File: src/rtl/tmr_match_pkg.sv
// Shared types for the timer match unit.
// Assumes: consumers import or scope-reference this package.
package tmr_match_pkg;

    // Comparator behaviour selected by the sequencer.
    typedef enum logic {
        CMP_EQ = 1'b0,
        CMP_GE = 1'b1
    } cmp_mode_e;

    // Per-side control strobes gathered for one cycle.
    typedef struct packed {
        logic wr;         // load compare value and arm
        logic clr_on_wr;  // clear latch together with a write
        logic clr_mrl;    // clear latch by command
    } side_ctl_t;

endpackage

File: src/rtl/tmr_match_cmp.sv
// Time-base comparator for one side.
// Equal-only mode tests for identity. Greater-or-equal mode is wrap-aware:
// the time base counts as reached when the modular distance past the compare
// value falls in the lower half of the range.
// Assumes: the time base is free-running modulo 2^TB_W.
module tmr_match_cmp #(
    parameter int TB_W = 24
) (
    input  logic [TB_W-1:0]           tb_i,
    input  logic [TB_W-1:0]           ref_i,
    input  tmr_match_pkg::cmp_mode_e  mode_i,
    output logic                      cond_o
);
    logic [TB_W-1:0] dist_w;
    logic            eq_w;
    logic            reached_w;

    // Modular distance of the time base past the compare value.
    assign dist_w    = tb_i - ref_i;
    assign eq_w      = (tb_i == ref_i);
    assign reached_w = ~dist_w[TB_W-1];

    // Select the compare result for the active mode.
    always_comb begin
        if (mode_i == tmr_match_pkg::CMP_GE) cond_o = reached_w;
        else                                  cond_o = eq_w;
    end

    // An equal time base must always satisfy greater-or-equal.
    always_comb begin
        p_ge_covers_eq_r1: assert (!(eq_w && !reached_w))
            else $error("R1: equal time base not seen as reached");
    end
endmodule

File: src/rtl/tmr_match_side.sv
// One side of the dual match unit: compare register, match latch,
// latch-enable, capture register and event pulse.
// Assumes: the twin side's recognition pulse arrives combinationally,
// and a write to this side overrides every disarming source in that cycle.
module tmr_match_side #(
    parameter int TB_W = 24
) (
    input  logic                         clk,
    input  logic                         rst_n,
    input  logic [TB_W-1:0]              tb_i,
    input  logic                         mef_i,
    input  tmr_match_pkg::cmp_mode_e     mode_i,
    input  logic                         blk_i,
    input  logic                         twin_hit_i,
    input  logic                         neg_i,
    input  tmr_match_pkg::side_ctl_t     ctl_i,
    input  logic [TB_W-1:0]              wr_val_i,
    output logic                         hit_o,
    output logic                         mrl_o,
    output logic                         mrle_o,
    output logic                         evt_o,
    output logic [TB_W-1:0]              cap_o
);
    logic [TB_W-1:0] match_q;
    logic [TB_W-1:0] cap_q;
    logic            mrl_q;
    logic            mrle_q;
    logic            evt_q;
    logic            cond_w;
    logic            hit_w;
    logic            stale_w;
    logic            drop_w;
    logic            wr_clr_w;

    tmr_match_cmp #(.TB_W(TB_W)) u_cmp (
        .tb_i   (tb_i),
        .ref_i  (match_q),
        .mode_i (mode_i),
        .cond_o (cond_w)
    );

    // Recognition needs the enable, an armed side and a free latch.
    assign hit_w    = mef_i & mrle_q & ~mrl_q & cond_w;
    // Compare true on an armed side whose latch is already held.
    assign stale_w  = mef_i & mrle_q & mrl_q & cond_w;
    // Every source that disarms this side.
    assign drop_w   = hit_w | stale_w | neg_i | (blk_i & twin_hit_i);
    assign wr_clr_w = ctl_i.wr & ctl_i.clr_on_wr;

    // Compare value register, loaded by a write.
    always_ff @(posedge clk) begin
        if (!rst_n)         match_q <= '0;
        else if (ctl_i.wr)  match_q <= wr_val_i;
    end

    // Capture register and event pulse, updated on recognition.
    always_ff @(posedge clk) begin
        if (!rst_n) begin
            cap_q <= '0;
            evt_q <= 1'b0;
        end else begin
            evt_q <= hit_w;
            if (hit_w) cap_q <= tb_i;
        end
    end

    // Match latch: clear-on-write first, then recognition, then command clear.
    always_ff @(posedge clk) begin
        if (!rst_n)              mrl_q <= 1'b0;
        else if (wr_clr_w)       mrl_q <= 1'b0;
        else if (hit_w)          mrl_q <= 1'b1;
        else if (ctl_i.clr_mrl)  mrl_q <= 1'b0;
    end

    // Latch-enable: a write arms, any disarming source otherwise clears.
    always_ff @(posedge clk) begin
        if (!rst_n)         mrle_q <= 1'b0;
        else if (ctl_i.wr)  mrle_q <= 1'b1;
        else if (drop_w)    mrle_q <= 1'b0;
    end

    assign hit_o  = hit_w;
    assign mrl_o  = mrl_q;
    assign mrle_o = mrle_q;
    assign evt_o  = evt_q;
    assign cap_o  = cap_q;

    p_cap_on_hit_r2: assert property (@(posedge clk) disable iff (!rst_n)
        hit_w |=> (cap_q == $past(tb_i)) && evt_q)
        else $error("R2: capture or event missing after recognition");

    p_latch_sets_r2: assert property (@(posedge clk) disable iff (!rst_n)
        hit_w && !wr_clr_w |=> mrl_q)
        else $error("R2: latch not set after recognition");

    p_disarm_on_hit_r3: assert property (@(posedge clk) disable iff (!rst_n)
        hit_w && !ctl_i.wr |=> !mrle_q)
        else $error("R3: side still armed after its own match");

    p_twin_disarm_r4: assert property (@(posedge clk) disable iff (!rst_n)
        blk_i && twin_hit_i && !ctl_i.wr |=> !mrle_q)
        else $error("R4: blocking mode left side armed");

    p_neg_cmd_r5: assert property (@(posedge clk) disable iff (!rst_n)
        neg_i && !ctl_i.wr |=> !mrle_q)
        else $error("R5: disarm command ignored");

    p_write_arms_r6: assert property (@(posedge clk) disable iff (!rst_n)
        ctl_i.wr |=> mrle_q && (match_q == $past(wr_val_i)))
        else $error("R6: write did not arm or load");

    p_held_no_capture_r7: assert property (@(posedge clk) disable iff (!rst_n)
        mrl_q |=> $stable(cap_q) && !evt_q)
        else $error("R7: capture while latch held");

    p_concurrent_r8: assert property (@(posedge clk) disable iff (!rst_n)
        ctl_i.wr && !ctl_i.clr_on_wr && hit_w |=> mrl_q && mrle_q)
        else $error("R8: concurrent rewrite outcome wrong");

    p_clr_on_wr_r9: assert property (@(posedge clk) disable iff (!rst_n)
        wr_clr_w |=> !mrl_q && mrle_q)
        else $error("R9: clear-on-write outcome wrong");

    p_gated_r10: assert property (@(posedge clk) disable iff (!rst_n)
        !mef_i |=> !evt_q)
        else $error("R10: event while enable low");

    p_reset_r11: assert property (@(posedge clk)
        !rst_n |=> !mrl_q && !mrle_q && !evt_q && (cap_q == '0) && (match_q == '0))
        else $error("R11: reset state wrong");
endmodule

File: src/rtl/tmr_match_unit.sv
// Dual match unit of one timer channel: two compare sides sharing the time
// base, the recognition enable and the compare mode, cross-coupled for
// blocking mode.
// Assumes: the time base advances in the same clock domain, and the
// controls are single-cycle strobes from the sequencer.
module tmr_match_unit #(
    parameter int TB_W = 24
) (
    input  logic             clk,
    input  logic             rst_n,
    input  logic [TB_W-1:0]  tbase,
    input  logic             match_en,
    input  logic             ge_mode,
    input  logic             blk_mode,
    input  logic             wr_a,
    input  logic [TB_W-1:0]  wr_val_a,
    input  logic             wr_b,
    input  logic [TB_W-1:0]  wr_val_b,
    input  logic             clr_on_wr,
    input  logic             neg_mrle,
    input  logic             clr_mrl_a,
    input  logic             clr_mrl_b,
    output logic             mrl_a,
    output logic             mrl_b,
    output logic             mrle_a,
    output logic             mrle_b,
    output logic [TB_W-1:0]  cap_a,
    output logic [TB_W-1:0]  cap_b,
    output logic             evt_a,
    output logic             evt_b
);
    import tmr_match_pkg::*;

    cmp_mode_e mode_w;
    side_ctl_t ctl_a_w;
    side_ctl_t ctl_b_w;
    logic      hit_a_w;
    logic      hit_b_w;

    // Map the mode pin onto the compare type.
    assign mode_w = ge_mode ? CMP_GE : CMP_EQ;

    // Bundle the per-side strobes.
    assign ctl_a_w = '{wr: wr_a, clr_on_wr: clr_on_wr, clr_mrl: clr_mrl_a};
    assign ctl_b_w = '{wr: wr_b, clr_on_wr: clr_on_wr, clr_mrl: clr_mrl_b};

    tmr_match_side #(.TB_W(TB_W)) u_side_a (
        .clk        (clk),
        .rst_n      (rst_n),
        .tb_i       (tbase),
        .mef_i      (match_en),
        .mode_i     (mode_w),
        .blk_i      (blk_mode),
        .twin_hit_i (hit_b_w),
        .neg_i      (neg_mrle),
        .ctl_i      (ctl_a_w),
        .wr_val_i   (wr_val_a),
        .hit_o      (hit_a_w),
        .mrl_o      (mrl_a),
        .mrle_o     (mrle_a),
        .evt_o      (evt_a),
        .cap_o      (cap_a)
    );

    tmr_match_side #(.TB_W(TB_W)) u_side_b (
        .clk        (clk),
        .rst_n      (rst_n),
        .tb_i       (tbase),
        .mef_i      (match_en),
        .mode_i     (mode_w),
        .blk_i      (blk_mode),
        .twin_hit_i (hit_a_w),
        .neg_i      (neg_mrle),
        .ctl_i      (ctl_b_w),
        .wr_val_i   (wr_val_b),
        .hit_o      (hit_b_w),
        .mrl_o      (mrl_b),
        .mrle_o     (mrle_b),
        .evt_o      (evt_b),
        .cap_o      (cap_b)
    );

    p_blk_cross_r4: assert property (@(posedge clk) disable iff (!rst_n)
        blk_mode && $rose(mrl_a) && !$past(wr_b) && !$past(clr_on_wr) |-> !mrle_b)
        else $error("R4: side B armed after match on A in blocking mode");
endmodule

File: config.mk
export PLATFORM = sky130hd
export DESIGN_NAME = tmr_match_unit
export DESIGN_NICKNAME = d
export VERILOG_FILES = /design/src/rtl/tmr_match_pkg.sv /design/src/rtl/tmr_match_cmp.sv /design/src/rtl/tmr_match_side.sv /design/src/rtl/tmr_match_unit.sv
export SDC_FILE = /design/constraint.sdc
export NUM_CORES = 1
export LEC_CHECK = 0
export ABC_AREA = 0
export BUFFER_PORTS_ARGS = -buffer_cell sky130_fd_sc_hd__buf_2
export CORE_MARGIN = 3
export CORE_UTILIZATION = 30
export CTS_BUF_LIST = sky130_fd_sc_hd__clkbuf_4 sky130_fd_sc_hd__clkbuf_8 sky130_fd_sc_hd__clkbuf_16
export CTS_CLUSTER_DIAMETER = 30
export DETAILED_ROUTE_END_ITERATION = 8
export PLACE_DENSITY = 0.58
export SYNTH_ARGS = -nofsm -noshare
export SYNTH_HDL_FRONTEND = slang
export SYNTH_SLANG_ARGS = --single-unit
File: constraint.sdc
create_clock -name clk -period 6.65 [get_ports clk]
set_input_delay 0 -clock clk [delete_from_list [all_inputs] [get_ports clk]]
set_output_delay 0 -clock clk [all_outputs]
set_load 0.03 [all_outputs]
==> results of run 1 <==
-- routing by layer --
layer / routed length (um) / track usage [%]
met3: 812 / 3.73
met1: 7400 / 23.7
met5: 0 / 0
met2: 6320 / 24.2
met4: 331 / 6.00
-- sequential cells by signal (all words and copies together), names as in the netlist --
signal / cells
u_side_a.cap_o: 24
u_side_a.evt_o: 1
u_side_a.match_q: 24
u_side_a.mrl_o: 1
u_side_a.mrle_o: 1
u_side_b.cap_o: 24
u_side_b.evt_o: 1
u_side_b.match_q: 24
u_side_b.mrl_o: 1
u_side_b.mrle_o: 1
-- worst max-delay path: cells and delay by family --
family          cells  cell delay, ns
compound gates      3            0.91
fa+ha+maj           1            0.34
buf+inv             4            1.59
simple gates        4            0.75
-- logic make-up (layout without fill, tap and decap cells) --
group	Yosys count	count (layout)	synth area share, %
AND/OR/NAND/NOR	155	155	15.3
flip-flops	102	102	41.0
AO/OA/AOI/OAI	92	92	10.5
buffers and inverters	77	283	6.44
multiplexers	74	74	14.9
adder cells (fa/ha/maj)	46	46	11.6
XOR/XNOR	2	2	0.352
-- final cells by class --
cell class                      count  area (um^2)
Fill cell                        1588         9100
Tap cell                          216          270
Inverter                           49          184
Clock inverter                      7          113
Timing Repair Buffer              218         1490
Sequential cell                   102         2040
Clock buffer                        9          225
Multi-Input combinational cell    369         2630
-- what timing repair did --
item                                    in CTS  in global routing
hold endpoints to repair                    99                  0
hold buffers                                77                  0
endpoints found under the setup margin       0                  0
-- placed cells by master, fill, tap and decap left out, drive strengths merged, types with 3 or more instances in the layout --
cell and count:
a21oi 41, a221oi 3, and4 3, buf 141, bufinv 3, clkbuf 9
clkinv 3, dfxtp 102, dlygate4sd3 77, ha 46, inv 49, mux2i 73
nand2 11, nand2b 5, nand3 30, nand3b 4, nand4 6, nor2 83
nor3 4, nor3b 3, o21ai 35
-- power groups by stage --
stage	combinational, mW	clock [mW]	sequential [mW]
final	0.243	0.601	0.651
after global routing	0.273	0.641	0.653
after CTS	0.245	0.619	0.650
after detailed placement	0.210	0	0.664
after global placement	0.208	0	0.664
after floorplan	0.119	0	0.676
-- through the flow --
stage	total power, mW	util (%)	cells	hold WS [ns]	cell area (um^2)
CTS	1.51	43.3	970	0.0161	6950
global placement	0.872	36.4	877	0.227	5850
floorplan	0.795	-	548	0.0945	4980
detailed placement	0.874	36.4	877	0.226	5850
finish	1.49	43.3	970	0.0436	6950
global route	1.57	43.3	970	0.0568	6950
-- how the worst min path moves through the flow --
| stage | cells past startpoint | endpoint | slack (ns) |
|---|---|---|---|
| after floorplan | 1 | u_side_a.mrl_o$_SDFFE_PP0P_ | 0.09 |
| after global placement | 2 | u_side_a.mrl_o$_SDFFE_PP0P_ | 0.23 |
| after detailed placement | 2 | u_side_a.mrl_o$_SDFFE_PP0P_ | 0.23 |
| after CTS | 3 | u_side_b.mrle_o$_SDFFE_PN0P_ | 0.02 |
| after global routing | 3 | u_side_b.mrle_o$_SDFFE_PN0P_ | 0.06 |
| final | 3 | u_side_b.mrle_o$_SDFFE_PN0P_ | 0.04 |
==> flow_metrics.env, run 1 <==
export IMPL_status="completed"
export IMPL_fp_dieW_um=135
export IMPL_synth_edff_count=0
export IMPL_critPathCapture="u_side_a.mrle_o$_SDFFE_PN0P_"
export IMPL_coreArea_um2=16100
export IMPL_vias_per_inst=4.59
export IMPL_cp_data_arrival_time_ns=3.61
export IMPL_fp_row_count=46
export IMPL_timing_critical_path_from="tbase[21]"
export IMPL_critical_path_cell_chain="dlygate4sd3_1, buf_2, ha_1, nand4_2, nor4_4, a31oi_1, nor3_2, a21boi_2, buf_4, nor2_1, o221a_2, dlygate4sd3_1"
export IMPL_synth_nets=677
export IMPL_critPathRequiredTime_ns=6.90
export IMPL_global_route_usage_total_pct=16.5
export IMPL_grt_setup_unrepaired="false"
export IMPL_min_delay_path_class="input pin to flop"
export IMPL_cts_tree="done"
export IMPL_crit_path_end_kind="flop"
export IMPL_startpoint_types="input pin"
export IMPL_synth_largest_area_cell="dfxtp_1"
export IMPL_num_cts_buffers=9
export IMPL_synth_most_common_cell="dfxtp_1"
export IMPL_globalRouteOverflowTotal=0
export IMPL_clockBufferDepth=2
export IMPL_io_buffer_count=136
export IMPL_final_hold_viol_count=0
export IMPL_reg2reg_slack_ns=3.31
export IMPL_timing_rr_end="u_side_a.mrle_o$_SDFFE_PN0P_"
export IMPL_setup_viol_count_final=0
export IMPL_internal_power_mw=1.12
export IMPL_finalWirelength_mm=14.9
export IMPL_cts_htree_levels=3
export IMPL_grt_first_pass_wirelength_mm=23.3
export IMPL_first_pass_iters=4
export IMPL_slew_headroom_pct=29.0
export IMPL_grt_antenna_before_repair=0
export IMPL_maxClockFrequency_mhz=298
export IMPL_p_clk_share_pct=40.2
export IMPL_timing_final_crit_share_pct=50.5
export IMPL_power_share_combinational_pct=16.3
export IMPL_post_cts_repair_setup_buffers=0
export IMPL_dr_total_vias=4448
export IMPL_drtIter0Drc=194
export IMPL_syn_instance_count=548
export IMPL_fin_nets=878
export IMPL_worstSetupPathType="input pin to flop"
export IMPL_initial_core_utilization_pct=31.0
export IMPL_ys_async_sr_fraction_pct=0
export IMPL_final_setup_skew_ns=0.0110
export IMPL_grt_max_degree=61
export IMPL_ys_top_cells_by_area="dfxtp_1, mux2i_1, ha_1"
export IMPL_root_buffer="clkbuf_16"
export IMPL_power_sequential_fraction_pct=43.5
export IMPL_dpl_hpwl_mm=11.0
export IMPL_post_route_cells_drive_above_1_share_pct=22.4
export IMPL_synth_common_cells="dfxtp_1, nor2_1, mux2i_1"
export IMPL_timing_final_crit_period_ns=3.36
export IMPL_mean_post_synth_cell_area_um2=9.08
export IMPL_rr_worst_depth=11
export IMPL_synth_top_flop_cell="dfxtp_1"
export IMPL_die_area_um2=18200
export IMPL_dp_worst_setup_slack_ns=3.67
export IMPL_post_route_drc_count=0
export IMPL_cellLeakagePower_nw=3.30
export IMPL_synthDominantCellAreaShare_pct=41.0
export IMPL_cpMaxStageDelayCell="dlygate4sd3_1"
export IMPL_switching_power_mw=0.379
export IMPL_clk_latency_worst_skew_pair_ns=0.36
export IMPL_antenna_violating_nets_post_route=0
export IMPL_die_y_um=135
export IMPL_timing_critical_path_fanout_max=15
export IMPL_timing_final_ws_setup_ns=3.29
export IMPL_postCtsResizedCells=0
export IMPL_synthesis_area_um2=4980
export IMPL_timing_max_transition_violations_final=0
export IMPL_gpl_final_weighted_congestion=0.779
export IMPL_cts_clk_slew_worst_paths_ns=0.07
export IMPL_insertedDiodeCount=0
export IMPL_ys_types=45
export IMPL_worst_slew_pin_transition_ns=1.07
export IMPL_part_of_the_yosys_area_used_for_sequential_elements_pct=41.0
export IMPL_areaGrowthSynthToFinish_pct=39.7
export IMPL_synth_warnings=0
export IMPL_setup_tns_ns=0
export IMPL_power_density_over_the_cells_nw_per_um2=215
export IMPL_ys_seq_elements=102
export IMPL_first_global_vias=4304
export IMPL_max_vdd_ir_drop_uv=133
export IMPL_p_sw_share_pct=25.4
export IMPL_cts_sinks=102
export IMPL_timing_hold_worst_start="blk_mode"
export IMPL_boundaryPins=137
export IMPL_max_cap_violations=0
export IMPL_critPathMostFrequentCell="dlygate4sd3_1"
export IMPL_routed_len_inst_um=15.3
export IMPL_r2r_start="u_side_b.match_q[21]$_SDFFE_PN0P_"
export IMPL_critPathMaxStageDelay_ns=0.56
No activity file was read; power rests on OpenSTA's default activity.
==> inputs of run 2 (changes only) <==
clock period = 3.2 ns   (was 6.65 ns; I/O delays follow)
==> flow_metrics.env, run 2 (synthesized netlist as in run 1, its figures left out) <==
export IMPL_global_route_usage_met2_pct=24.3
export IMPL_initial_core_utilization_pct=31.0
export IMPL_vias_per_inst=4.53
export IMPL_met3_global_route_usage_pct=3.76
export IMPL_post_cts_repair_setup_buffers=0
export IMPL_areaGrowthSynthToFinish_pct=39.8
export IMPL_setup_tns_ns=0
export IMPL_crit_path_end_kind="flop"
export IMPL_postCtsResizedCells=0
export IMPL_timing_max_transition_violations_final=0
export IMPL_first_global_vias=4263
export IMPL_final_setup_skew_ns=0.00814
export IMPL_critPathRequiredTime_ns=3.50
export IMPL_gpl_final_weighted_congestion=0.816
export IMPL_finalWirelength_mm=14.7
export IMPL_cts_htree_levels=3
export IMPL_coreArea_um2=16100
export IMPL_post_cts_hold_buffer_count=75
export IMPL_grt_max_degree=89
export IMPL_final_hold_viol_count=0
export IMPL_grt_setup_unrepaired="false"
export IMPL_maxClockFrequency_mhz=332
export IMPL_filler_cell_count=1601
export IMPL_timing_final_crit_period_ns=3.01
export IMPL_worst_slew_pin_transition_ns=0.892
export IMPL_post_route_cells_drive_above_1_share_pct=23.0
export IMPL_io_buffer_count=136
export IMPL_cellLeakagePower_nw=3.30
export IMPL_slew_headroom_pct=40.5
export IMPL_dpl_hpwl_mm=10.8
export IMPL_post_route_drc_count=0
export IMPL_globalRouteOverflowTotal=0
export IMPL_final_hold_worst_slack_ns=0.0160
export IMPL_boundaryPins=137
export IMPL_die_area_um2=18200
export IMPL_mostFrequentLayoutCell="buf_2"
export IMPL_timing_final_ws_setup_ns=0.186
export IMPL_grt_met1_usage_pct=22.7
export IMPL_fp_dieW_um=135
export IMPL_cts_sinks=102
export IMPL_status="completed"
export IMPL_root_buffer="clkbuf_16"
export IMPL_antenna_violating_nets_post_route=0
export IMPL_grt_first_pass_wirelength_mm=22.9
export IMPL_min_delay_path_class="input pin to flop"
export IMPL_global_route_usage_total_pct=16.1
export IMPL_first_pass_iters=4
export IMPL_placed_cell_area_um2=5900
export IMPL_globalRoute_busiestLayer="met2"
export IMPL_fin_nets=881
export IMPL_timing_final_crit_share_pct=94.2
export IMPL_setup_viol_count_final=0
export IMPL_timing_critical_path_fanout_max=13
export IMPL_startpoint_types="input pin"
export IMPL_routed_len_inst_um=15.1
export IMPL_power_density_over_the_cells_nw_per_um2=431
export IMPL_fp_row_count=46
export IMPL_cts_tree="done"
export IMPL_worstSetupPathType="input pin to flop"
export IMPL_most_common_layout_cells="buf_2, dfxtp_1, nor2_1"
export IMPL_drtIter0Drc=263
export IMPL_dp_worst_setup_slack_ns=0.604
export IMPL_max_cap_violations=0
export IMPL_cp_data_arrival_time_ns=3.31
export IMPL_num_cts_buffers=9
export IMPL_clockBufferDepth=2
export IMPL_max_vdd_ir_drop_uv=251
export IMPL_post_route_cell_area_um2=6960
export IMPL_clk_latency_worst_skew_pair_ns=0.35
export IMPL_grt_antenna_before_repair=0
export IMPL_pwr_total_mw=3.00
export IMPL_dr_total_vias=4409
export IMPL_cts_clk_slew_worst_paths_ns=0.07
export IMPL_die_y_um=135
run 2: metal layers:
layer	wire [um]	vias to the layer above
met2	6370	109
li1	-	2297
met5	0	-
met4	178	0
met1	7170	1991
met3	961	12
run 2: critical path: stages:
cell,delay [ns]
dlygate4sd3_1,0.54
buf_2,0.16
ha_1,0.31
a21oi_1,0.12
o21ai_0,0.14
a221oi_1,0.45
o2111ai_1,0.28
mux2i_4,0.27
buf_4,0.23
a221oi_2,0.22
dlygate4sd3_1,0.57
run 2: final timing paths:
kind                                     start  slack (ns)                         endpoint  depth (start not counted)
max                                   tbase[8]        0.19      u_side_a.mrl_o$_SDFFE_PP0P_                         11
min                                  tbase[23]        0.02  u_side_a.cap_o[23]$_SDFFE_PN0P_                          3
max reg2reg  u_side_a.match_q[10]$_SDFFE_PN0P_        0.20      u_side_a.mrl_o$_SDFFE_PP0P_                         10
min reg2reg    u_side_b.cap_o[20]$_SDFFE_PN0P_        0.46  u_side_b.cap_o[20]$_SDFFE_PN0P_                          2
run 2: final cells by class:
| type | count | area (um^2) | share of cell area (%) |
|---|---|---|---|
| clock inverter | 3 | 42.5 | 0.611 |
| multi-input combinational | 369 | 2630 | 37.8 |
| sequential | 102 | 2040 | 29.3 |
| tap | 216 | 270 | 3.88 |
| clock buffer | 13 | 268 | 3.85 |
| antenna | 1 | 2.50 | 0.0360 |
| timing repair buffer | 221 | 1520 | 21.8 |
| inverter | 49 | 184 | 2.64 |
run 2: stage by stage:
stage	utilization [%]	std cells
after global routing	43.3	973
after detailed placement	36.7	882
after CTS	43.3	973
final	43.3	974
after floorplan	-	548
after global placement	36.7	882
run 2: power breakdown:
part,leakage [nW],switching (mW),internal (mW),total [mW]
Sequential,0.833,0.0282,1.32,1.35
Combinational,2.32,0.272,0.238,0.510
Clock,0.153,0.472,0.666,1.14
